File: config.mk
export PLATFORM = sky130hd
export DESIGN_NAME = line_fetch_top
export DESIGN_NICKNAME = d
export VERILOG_FILES = /design/src/rtl/line_fetch_pkg.sv /design/src/rtl/line_fetch_ctrl.sv /design/src/rtl/line_fetch_dp.sv /design/src/rtl/line_fetch_top.sv
export SDC_FILE = /design/constraint.sdc
export NUM_CORES = 1
export LEC_CHECK = 0
export ABC_AREA = 1
export BUFFER_PORTS_ARGS = -buffer_cell sky130_fd_sc_hd__buf_2
export CELL_PAD_IN_SITES_DETAIL_PLACEMENT = 1
export CELL_PAD_IN_SITES_GLOBAL_PLACEMENT = 1
export CORE_UTILIZATION = 33
export CTS_BUF_LIST = sky130_fd_sc_hd__clkbuf_2 sky130_fd_sc_hd__clkbuf_4 sky130_fd_sc_hd__clkbuf_8
export DETAILED_ROUTE_END_ITERATION = 10
export GPL_TIMING_DRIVEN = 0
export PLACE_DENSITY_LB_ADDON = 0.1
export SLEW_MARGIN = 20
export SYNTH_ARGS = -nofsm -noshare
export SYNTH_HDL_FRONTEND = slang
export SYNTH_SLANG_ARGS = --single-unit
File: constraint.sdc
create_clock -name clk -period 2.2 [get_ports clk]
set_input_delay 0.44 -clock clk [delete_from_list [all_inputs] [get_ports clk]]
set_output_delay 0.44 -clock clk [all_outputs]
set_load 0.02 [all_outputs]
File: src/rtl/line_fetch_pkg.sv
package line_fetch_pkg;

  typedef enum logic [1:0] {
    ST_IDLE = 2'd0,
    ST_WAIT = 2'd1,
    ST_RUN  = 2'd2
  } fetchState_t;

  typedef struct packed {
    logic issue;        // load a new request into the datapath
    logic flushTag;     // discard tag carried by the issued request
    logic clearAll;     // layer disabled: drop everything
    logic setUnderrun;  // active video began with a request outstanding
  } fetchStrobes_t;

endpackage

File: src/rtl/line_fetch_ctrl.sv
module line_fetch_ctrl
  import line_fetch_pkg::*;
#(
  parameter int LINE_W = 12
) (
  input  logic              clk,
  input  logic              rstN,
  input  logic              layerEnable,
  input  logic              startFetchEn,
  input  logic [LINE_W-1:0] fetchStartLine,
  input  logic [LINE_W-1:0] lineCount,
  input  logic              lastPixelOut,
  input  logic              frameStart,
  input  logic              activeStart,
  input  logic              reqValid,
  output fetchStrobes_t     strobes
);

  fetchState_t state, nextState;
  logic pendReq, pendNext;
  logic firstFrame, flagNext;
  logic trigger, startRun, lineMatch, wantReq, issue;

  assign lineMatch = (lineCount == fetchStartLine);

  always_comb begin
    nextState = state;
    trigger   = 1'b0;
    startRun  = 1'b0;
    if (!layerEnable) begin
      nextState = ST_IDLE;
    end else begin
      unique case (state)
        ST_IDLE: begin
          if (!startFetchEn || lineMatch) begin
            trigger   = 1'b1;
            startRun  = 1'b1;
            nextState = ST_RUN;
          end else begin
            nextState = ST_WAIT;
          end
        end
        ST_WAIT: begin
          if (lineMatch) begin
            trigger   = 1'b1;
            startRun  = 1'b1;
            nextState = ST_RUN;
          end
        end
        ST_RUN:  trigger = lastPixelOut;
        default: nextState = ST_IDLE;
      endcase
    end
  end

  always_comb begin
    if (startRun)                          flagNext = 1'b1;
    else if (state == ST_RUN && frameStart) flagNext = 1'b0;
    else                                   flagNext = firstFrame;
  end

  assign wantReq = trigger || pendReq;
  assign issue   = layerEnable && wantReq && !reqValid;
  assign pendNext = layerEnable && wantReq && !issue;

  always_comb begin
    strobes.issue       = issue;
    strobes.flushTag    = flagNext;
    strobes.clearAll    = !layerEnable;
    strobes.setUnderrun = layerEnable && (state == ST_RUN) && activeStart && reqValid;
  end

  always_ff @(posedge clk or negedge rstN) begin
    if (!rstN) begin
      state      <= ST_IDLE;
      pendReq    <= 1'b0;
      firstFrame <= 1'b0;
    end else begin
      state      <= nextState;
      pendReq    <= pendNext;
      firstFrame <= layerEnable ? flagNext : 1'b0;
    end
  end

  // disable drops state, pending trigger and first-frame tag
  assert_idle_on_disable_R8: assert property (@(posedge clk) disable iff (!rstN)
    !layerEnable |=> (state == ST_IDLE && !pendReq && !firstFrame));

  // while waiting for the start line, no request is issued before a match
  assert_wait_gate_R3: assert property (@(posedge clk) disable iff (!rstN)
    (state == ST_WAIT && lineCount != fetchStartLine) |-> !strobes.issue);

  // last-pixel pulses outside the run state leave no pending trigger
  assert_ignore_wait_R10: assert property (@(posedge clk) disable iff (!rstN)
    (state == ST_WAIT && !lineMatch && layerEnable) |=> !pendReq);

endmodule

File: src/rtl/line_fetch_dp.sv
module line_fetch_dp
  import line_fetch_pkg::*;
#(
  parameter int SIZE_W = 12
) (
  input  logic              clk,
  input  logic              rstN,
  input  fetchStrobes_t     strobes,
  input  logic [SIZE_W-1:0] layerWidth,
  input  logic              reqAck,
  output logic              reqValid,
  output logic [SIZE_W-1:0] reqSize,
  output logic              reqFlush,
  output logic              underrun
);

  always_ff @(posedge clk or negedge rstN) begin
    if (!rstN) begin
      reqValid <= 1'b0;
      reqSize  <= '0;
      reqFlush <= 1'b0;
      underrun <= 1'b0;
    end else if (strobes.clearAll) begin
      reqValid <= 1'b0;
      reqFlush <= 1'b0;
      underrun <= 1'b0;
    end else begin
      if (strobes.issue) begin
        reqValid <= 1'b1;
        reqSize  <= layerWidth;
        reqFlush <= strobes.flushTag;
      end else if (reqValid && reqAck) begin
        reqValid <= 1'b0;
      end
      if (strobes.setUnderrun) underrun <= 1'b1;
    end
  end

  // size captured from the width present at the issuing edge
  assert_size_capture_R4: assert property (@(posedge clk) disable iff (!rstN)
    $rose(reqValid) |-> reqSize == $past(layerWidth));

  // an unacknowledged request holds its contents
  assert_hold_until_ack_R5: assert property (@(posedge clk) disable iff (!rstN)
    (reqValid && !reqAck && !strobes.clearAll) |=> (reqValid && $stable(reqSize) && $stable(reqFlush)));

  // acknowledge ends the request, no back-to-back overlap
  assert_drop_after_ack_R5: assert property (@(posedge clk) disable iff (!rstN)
    (reqValid && reqAck) |=> !reqValid);

  // underrun is sticky while the layer stays enabled
  assert_underrun_sticky_R9: assert property (@(posedge clk) disable iff (!rstN)
    (underrun && !strobes.clearAll) |=> underrun);

  // underrun only rises when a request was outstanding
  assert_underrun_cause_R9: assert property (@(posedge clk) disable iff (!rstN)
    $rose(underrun) |-> $past(reqValid));

endmodule

File: src/rtl/line_fetch_top.sv
module line_fetch_top
  import line_fetch_pkg::*;
#(
  parameter int LINE_W = 12,
  parameter int SIZE_W = 12
) (
  input  logic              clk,
  input  logic              rstN,
  input  logic              layerEnable,
  input  logic              startFetchEn,
  input  logic [LINE_W-1:0] fetchStartLine,
  input  logic [LINE_W-1:0] lineCount,
  input  logic [SIZE_W-1:0] layerWidth,
  input  logic              lastPixelOut,
  input  logic              frameStart,
  input  logic              activeStart,
  input  logic              reqAck,
  output logic              reqValid,
  output logic [SIZE_W-1:0] reqSize,
  output logic              reqFlush,
  output logic              underrun
);

  fetchStrobes_t strobes;

  line_fetch_ctrl #(.LINE_W(LINE_W)) u_ctrl (
    .clk           (clk),
    .rstN          (rstN),
    .layerEnable   (layerEnable),
    .startFetchEn  (startFetchEn),
    .fetchStartLine(fetchStartLine),
    .lineCount     (lineCount),
    .lastPixelOut  (lastPixelOut),
    .frameStart    (frameStart),
    .activeStart   (activeStart),
    .reqValid      (reqValid),
    .strobes       (strobes)
  );

  line_fetch_dp #(.SIZE_W(SIZE_W)) u_dp (
    .clk       (clk),
    .rstN      (rstN),
    .strobes   (strobes),
    .layerWidth(layerWidth),
    .reqAck    (reqAck),
    .reqValid  (reqValid),
    .reqSize   (reqSize),
    .reqFlush  (reqFlush),
    .underrun  (underrun)
  );

endmodule

== After elaboration in Yosys (flattened, before gate mapping) ==
Index checks and enable logic that the tools add are counted.
W data, S select, Z words.

* Register bits after elaboration: 19
* Input bits: 44
* Output and inout bits: 15
* Word-level logic and storage cells: 51

* Equality and inequality tests: 8
* Muxes and demuxes: 20
* Reductions and logical operators: 16

{| class="wikitable"
|+ Operator list
! cell !! number
|-
| $mux W1 || 14
|-
| $eq A12 B12 Y1 || 1
|-
| $logic_and A1 B1 Y1 || 8
|-
| $mux W2 || 3
|-
| $pmux W2 S3 || 1
|-
| $ne A2 B1 Y1 const B || 2
|-
| $reduce_and A2 Y1 || 2
|-
| $logic_not A1 Y1 || 3
|-
| $ne A3 B1 Y1 const B || 1
|-
| $ne A3 B2 Y1 const B || 1
|-
| $pmux W1 S3 || 1
|-
| $eq A2 B1 Y1 const B || 1
|-
| $eq A2 B2 Y1 const B || 1
|-
| $logic_not A2 Y1 || 1
|-
| $logic_or A1 B1 Y1 || 2
|-
| $ne A2 B2 Y1 const B || 1
|-
| $pmux W1 S2 || 1
|}

== Logic depth before layout (Yosys ltp) ==
* Depth after elaboration: 10
* Gate-level depth with buffers: 14
* Gate-level depth less buffers: 13

== Cells and area by module ==
Synthesis repeated with hierarchy kept, for this count alone.

* Cells, all modules: 172
* Area, all modules: 1,169.9 µm²

{| class="wikitable"
|+ By module, submodules not included
! module !! instances !! cells an instance !! area each (µm²)
|-
| line_fetch_dp || 1 || 65 || 595.6
|-
| line_fetch_ctrl || 1 || 107 || 574.3
|}

== Worst setup path before layout ==
Ideal clock, no wire load.

* Path type: input -> register
* Start point: input fetchStartLine[0]
* End point: register u_dp.reqSize[0]
* Library setup time: 0.117 ns
* Arrival: 1.426 ns
* Data required time: 2.083 ns
* Path slack: 0.657 ns
* Cell stages on the path: 13
* Path buffers: 1
* Cells stage by stage: nor2_1 > nor2_1 > nor2_1 > nand2_1 > nor2_2 > nand2_2 > nand2_2 > nand2_2 > nand3b_4 > nand2_4 > buf_6 > nand2_1 > nand2_1

* Word-level cells in the longest chain between the ends: 9
* Elaborated cells between the ends (all ways): 10

{| class="wikitable"
|+ RTL lines
! what !! line !! RTL
|-
| from (decl) || line_fetch_top.sv:11 || <nowiki>input logic [LINE_W-1:0] fetchStartLine,</nowiki>
|-
| $eq A12 B12 Y1 (*) || line_fetch_ctrl.sv:24 || <nowiki>assign lineMatch = (lineCount == fetchStartLine);</nowiki>
|-
| $logic_or A1 B1 Y1 || line_fetch_ctrl.sv:35 || <nowiki>if (!startFetchEn || lineMatch) begin</nowiki>
|-
| $mux W1 || line_fetch_ctrl.sv:35 ||
|-
| $pmux W1 S3 (*) || line_fetch_ctrl.sv:33 || <nowiki>unique case (state)</nowiki>
|-
| $mux W1 (*) || line_fetch_ctrl.sv:30 || <nowiki>if (!layerEnable) begin</nowiki>
|-
| $logic_or A1 B1 Y1 (*) || line_fetch_ctrl.sv:62 || <nowiki>assign wantReq = trigger || pendReq;</nowiki>
|-
| $logic_and A1 B1 Y1 (*) (2 in series) || line_fetch_ctrl.sv:63 || <nowiki>assign issue = layerEnable && wantReq && !reqValid;</nowiki>
|-
| $reduce_and A2 Y1 (no line) (*) || -- ||
|-
| to (signal assigned) || line_fetch_dp.sv:30 || <nowiki>reqSize <= layerWidth;</nowiki>
|-
| to (decl) || line_fetch_dp.sv:12 || <nowiki>output logic [SIZE_W-1:0] reqSize,</nowiki>
|}

Every way passes the cells marked *; elsewhere a longest branch is shown, timed or not.
A chain may end at the register's enable or synchronous reset.

== Worst setup path in the final report ==
* Start point: input fetchStartLine[0]
* End point: register u_dp.reqSize[11]

The elaborated chain is that of the path after synthesis.

==> results.py <==
metrics = {
    "global_route": {
        "grt_pass1_vias": 1130,
        "grt_overflow_total": 0,
        "grt_start_max_net_pins": 20,
        "grt_antenna_before_repair": 0,
        "grt_pass1_wl_um": 4480,
        "grtUsageTotal": 0.171,
    },
    "routing": {
        "drtIter0Drc": 29,
        "drc": 0,
        "vias": 1094,
        "drtPass1Iterations": 4,
        "antenna_left": 0,
        "drt-total-wl_um": 2570,
        "routedWlPerCell_um": 10.2,
        "via_per_inst": 4.34,
    },
    "logic_synthesis": {
        "ys_types": 19,
        "synth_area_sq_um": 1050,
        "ys_warn_count": 0,
        "synth_area_leaders": "dfrtp_1, nand2_1, inv_1, nand3_1, nor2_1",
        "syn_area_per_cell_sq_um": 7.22,
        "yosysSeqAreaShare": 0.451,
        "ys_seq_elements": 19,
        "synth_nets": 190,
        "yosysTopAreaCell": "dfrtp_1",
        "synth_top_area_frac": 0.451,
        "postSynthCellCount": 146,
    },
    "sta": {
        "max_slew_margin": 0.715,
        "setup-tns-final_ns": 0,
        "setup_viol": 0,
        "fmax_mhz": 647,
        "fin_skew_ns": 0.00286,
        "fin_crit_ns": 1.54,
        "setup_slack_ns": 0.656,
        "report.final.hold_viol_count": 0,
        "drv_slew": 0,
        "tightest_slew_ns": 0.428,
        "post-route-period-util": 0.702,
        "rsz0062_at_grt": "no",
    },
    "worst_setup_path": {
        "criticalPathCategory": "in -> reg",
        "timing.rr.end": "u_dp.reqSize[11]",
        "crit_fanout": 10,
        "crit_path_start_kind": "primary input",
        "reg2reg_from": "u_ctrl.state[0]",
        "crit_required_ns": 2.40,
        "startpoint": "fetchStartLine[0]",
        "reg2reg_slack_ns": 0.77,
        "critPathCapture": "u_dp.reqSize[11]",
        "endpoint_kind": "register",
        "ff2ff_path_depth": 9,
        "cp_data_arrival_time_ns": 1.74,
    },
    "final_layout": {
        "drive_gt1_frac": 0.351,
        "syn_to_final_growth_pct": 35.6,
        "nets": 253,
        "multi_input_area_sq_um": 472,
        "nFillCells": 429,
        "layout.cells.most_common_list": "buf_2, nand2_1, inv_1, dfrtp_1, nor2_1",
        "regArea_sq_um": 475,
        "antenna_cells": 0,
        "final_common_cell": "buf_2",
    },
    "die": {
        "die_area_sq_um": 3420,
        "die_h_um": 58.5,
        "io_pins": 59,
        "start_util": 0.345,
        "rows": 20,
        "core_sq_um": 3050,
        "die_w_um": 58.5,
    },
    "power": {
        "p_sw_w": 0.000392,
        "ir_worst_vdd_uv": 407,
        "p_leak_nw": 0.894,
        "clkPwrFrac": 0.180,
        "switching_share": 0.373,
        "power.density_nw_per_um2": 735,
        "comb_power_share": 0.372,
        "p_int_w": 0.000658,
        "p_seq_frac": 0.448,
    },
    "clock_tree": {
        "cts_tree": "done",
        "cts_hold_buffers": 0,
        "htree_levels": 1,
        "numCtsBuffers": 3,
        "cts_setup_buffers": 0,
        "root_buffer": "clkbuf_4",
        "clock-sinks": 19,
        "cts.clk_slew.worst_paths_ns": 0.11,
        "cts_resized": 0,
        "clock_path_buffers": 2,
        "clk_latency_ns": 0.29,
    },
    "place": {
        "gp_congestion": 0.736,
        "port_buffers": 58,
        "hpwl_um": 2130,
        "pre_cts_ws_ns": 0.327,
    },
    "outcome": {
        "status": "complete, no violations",
    },
    "flow_run": {
        "max_cap_viol_count": 0,
    },
    "hold_path": {
        "hold_path_class": "in -> async",
    },
}
## Yosys cell counts (all sizes together)
master / instances
o21ai: 2
nand3: 15
inv: 22
nand3b: 1
o2111ai: 1
buf: 3
nand2: 61
nor2: 16
dfrtp: 19
a31oi: 1
xnor2: 4
a21oi: 1
## cell type report
cell class | count | share of cell area
Sequential cell | 19 | 0.333
Buffer | 3 | 0.0166
Tap cell | 44 | 0.0385
Multi-Input combinational cell | 102 | 0.330
Timing Repair Buffer | 58 | 0.203
Inverter | 22 | 0.0578
Clock buffer | 4 | 0.0210
## routing by layer
layer | global-route usage | vias up | part of all wire
met4 | 0.0306 | 0 | 0.0039
met5 | 0 | - | 0
met1 | 0.182 | 499 | 0.41
li1 | - | 562 | -
met2 | 0.328 | 30 | 0.52
met3 | 0.0549 | 3 | 0.061
## kinds of logic (layout without fill, tap and decap cells)
logic type      count (synthesis)  count (layout)  share of synthesized area
simple gates                   93              93                      0.386
buf+inv                        25              87                      0.101
flops                          19              19                      0.451
compound gates                  5               5                     0.0285
xor+xnor                        4               4                     0.0333
## worst min-delay path by stage
stage / startpoint / end / slack, ns / cells after the start
floorplan: rstN / u_ctrl.firstFrame / 0.14 / 0
global placement: rstN / u_dp.reqSize[6] / 0.40 / 1
detailed placement: rstN / u_dp.reqSize[6] / 0.41 / 1
CTS: rstN / u_dp.reqSize[6] / 0.07 / 1
global route: rstN / u_dp.reqSize[6] / 0.08 / 1
finish: rstN / u_dp.reqSize[3] / 0.06 / 1
## power groups by stage
stage	Combinational, W	Clock (W)	Sequential (W)
2_1_floorplan	0.000141	0	0.000573
3_3_place_gp	0.000385	0	0.000476
3_5_place_dp	0.000398	0	0.000478
4_1_cts	0.000398	0.000200	0.000472
5_1_grt	0.000436	0.000214	0.000481
6_report	0.000391	0.000189	0.000470
## state kept, by name (all words and copies together) (netlist names)
signal	flops
u_dp.reqValid	1
u_dp.reqFlush	1
u_ctrl.firstFrame	1
u_ctrl.state	2
u_ctrl.pendReq	1
u_dp.reqSize	12
u_dp.underrun	1
## critical path, stage by stage
cell and delay, ns:
buf_2 0.11, nor2_1 0.10, nor2_1 0.06, nor2_1 0.09, nand2_1 0.08, nor2_2 0.16, nand3_2 0.12, nand2_1 0.10
inv_2 0.05, nand3b_4 0.10, nand2_4 0.08, buf_6 0.16, nand2_1 0.06, nand2_1 0.04
## through the flow
stage	util	cells	hold slack, ns	cell area [sq um]	total power, W
after CTS	0.468	252	0.0738	1430	0.00107
after global routing	0.468	252	0.0772	1430	0.00113
final	0.468	252	0.0647	1430	0.00105
after detailed placement	0.458	248	0.410	1400	0.000876
after floorplan	-	146	0.144	1050	0.000714
after global placement	0.458	248	0.400	1400	0.000861
No activity file was read; power rests on OpenSTA's default activity.
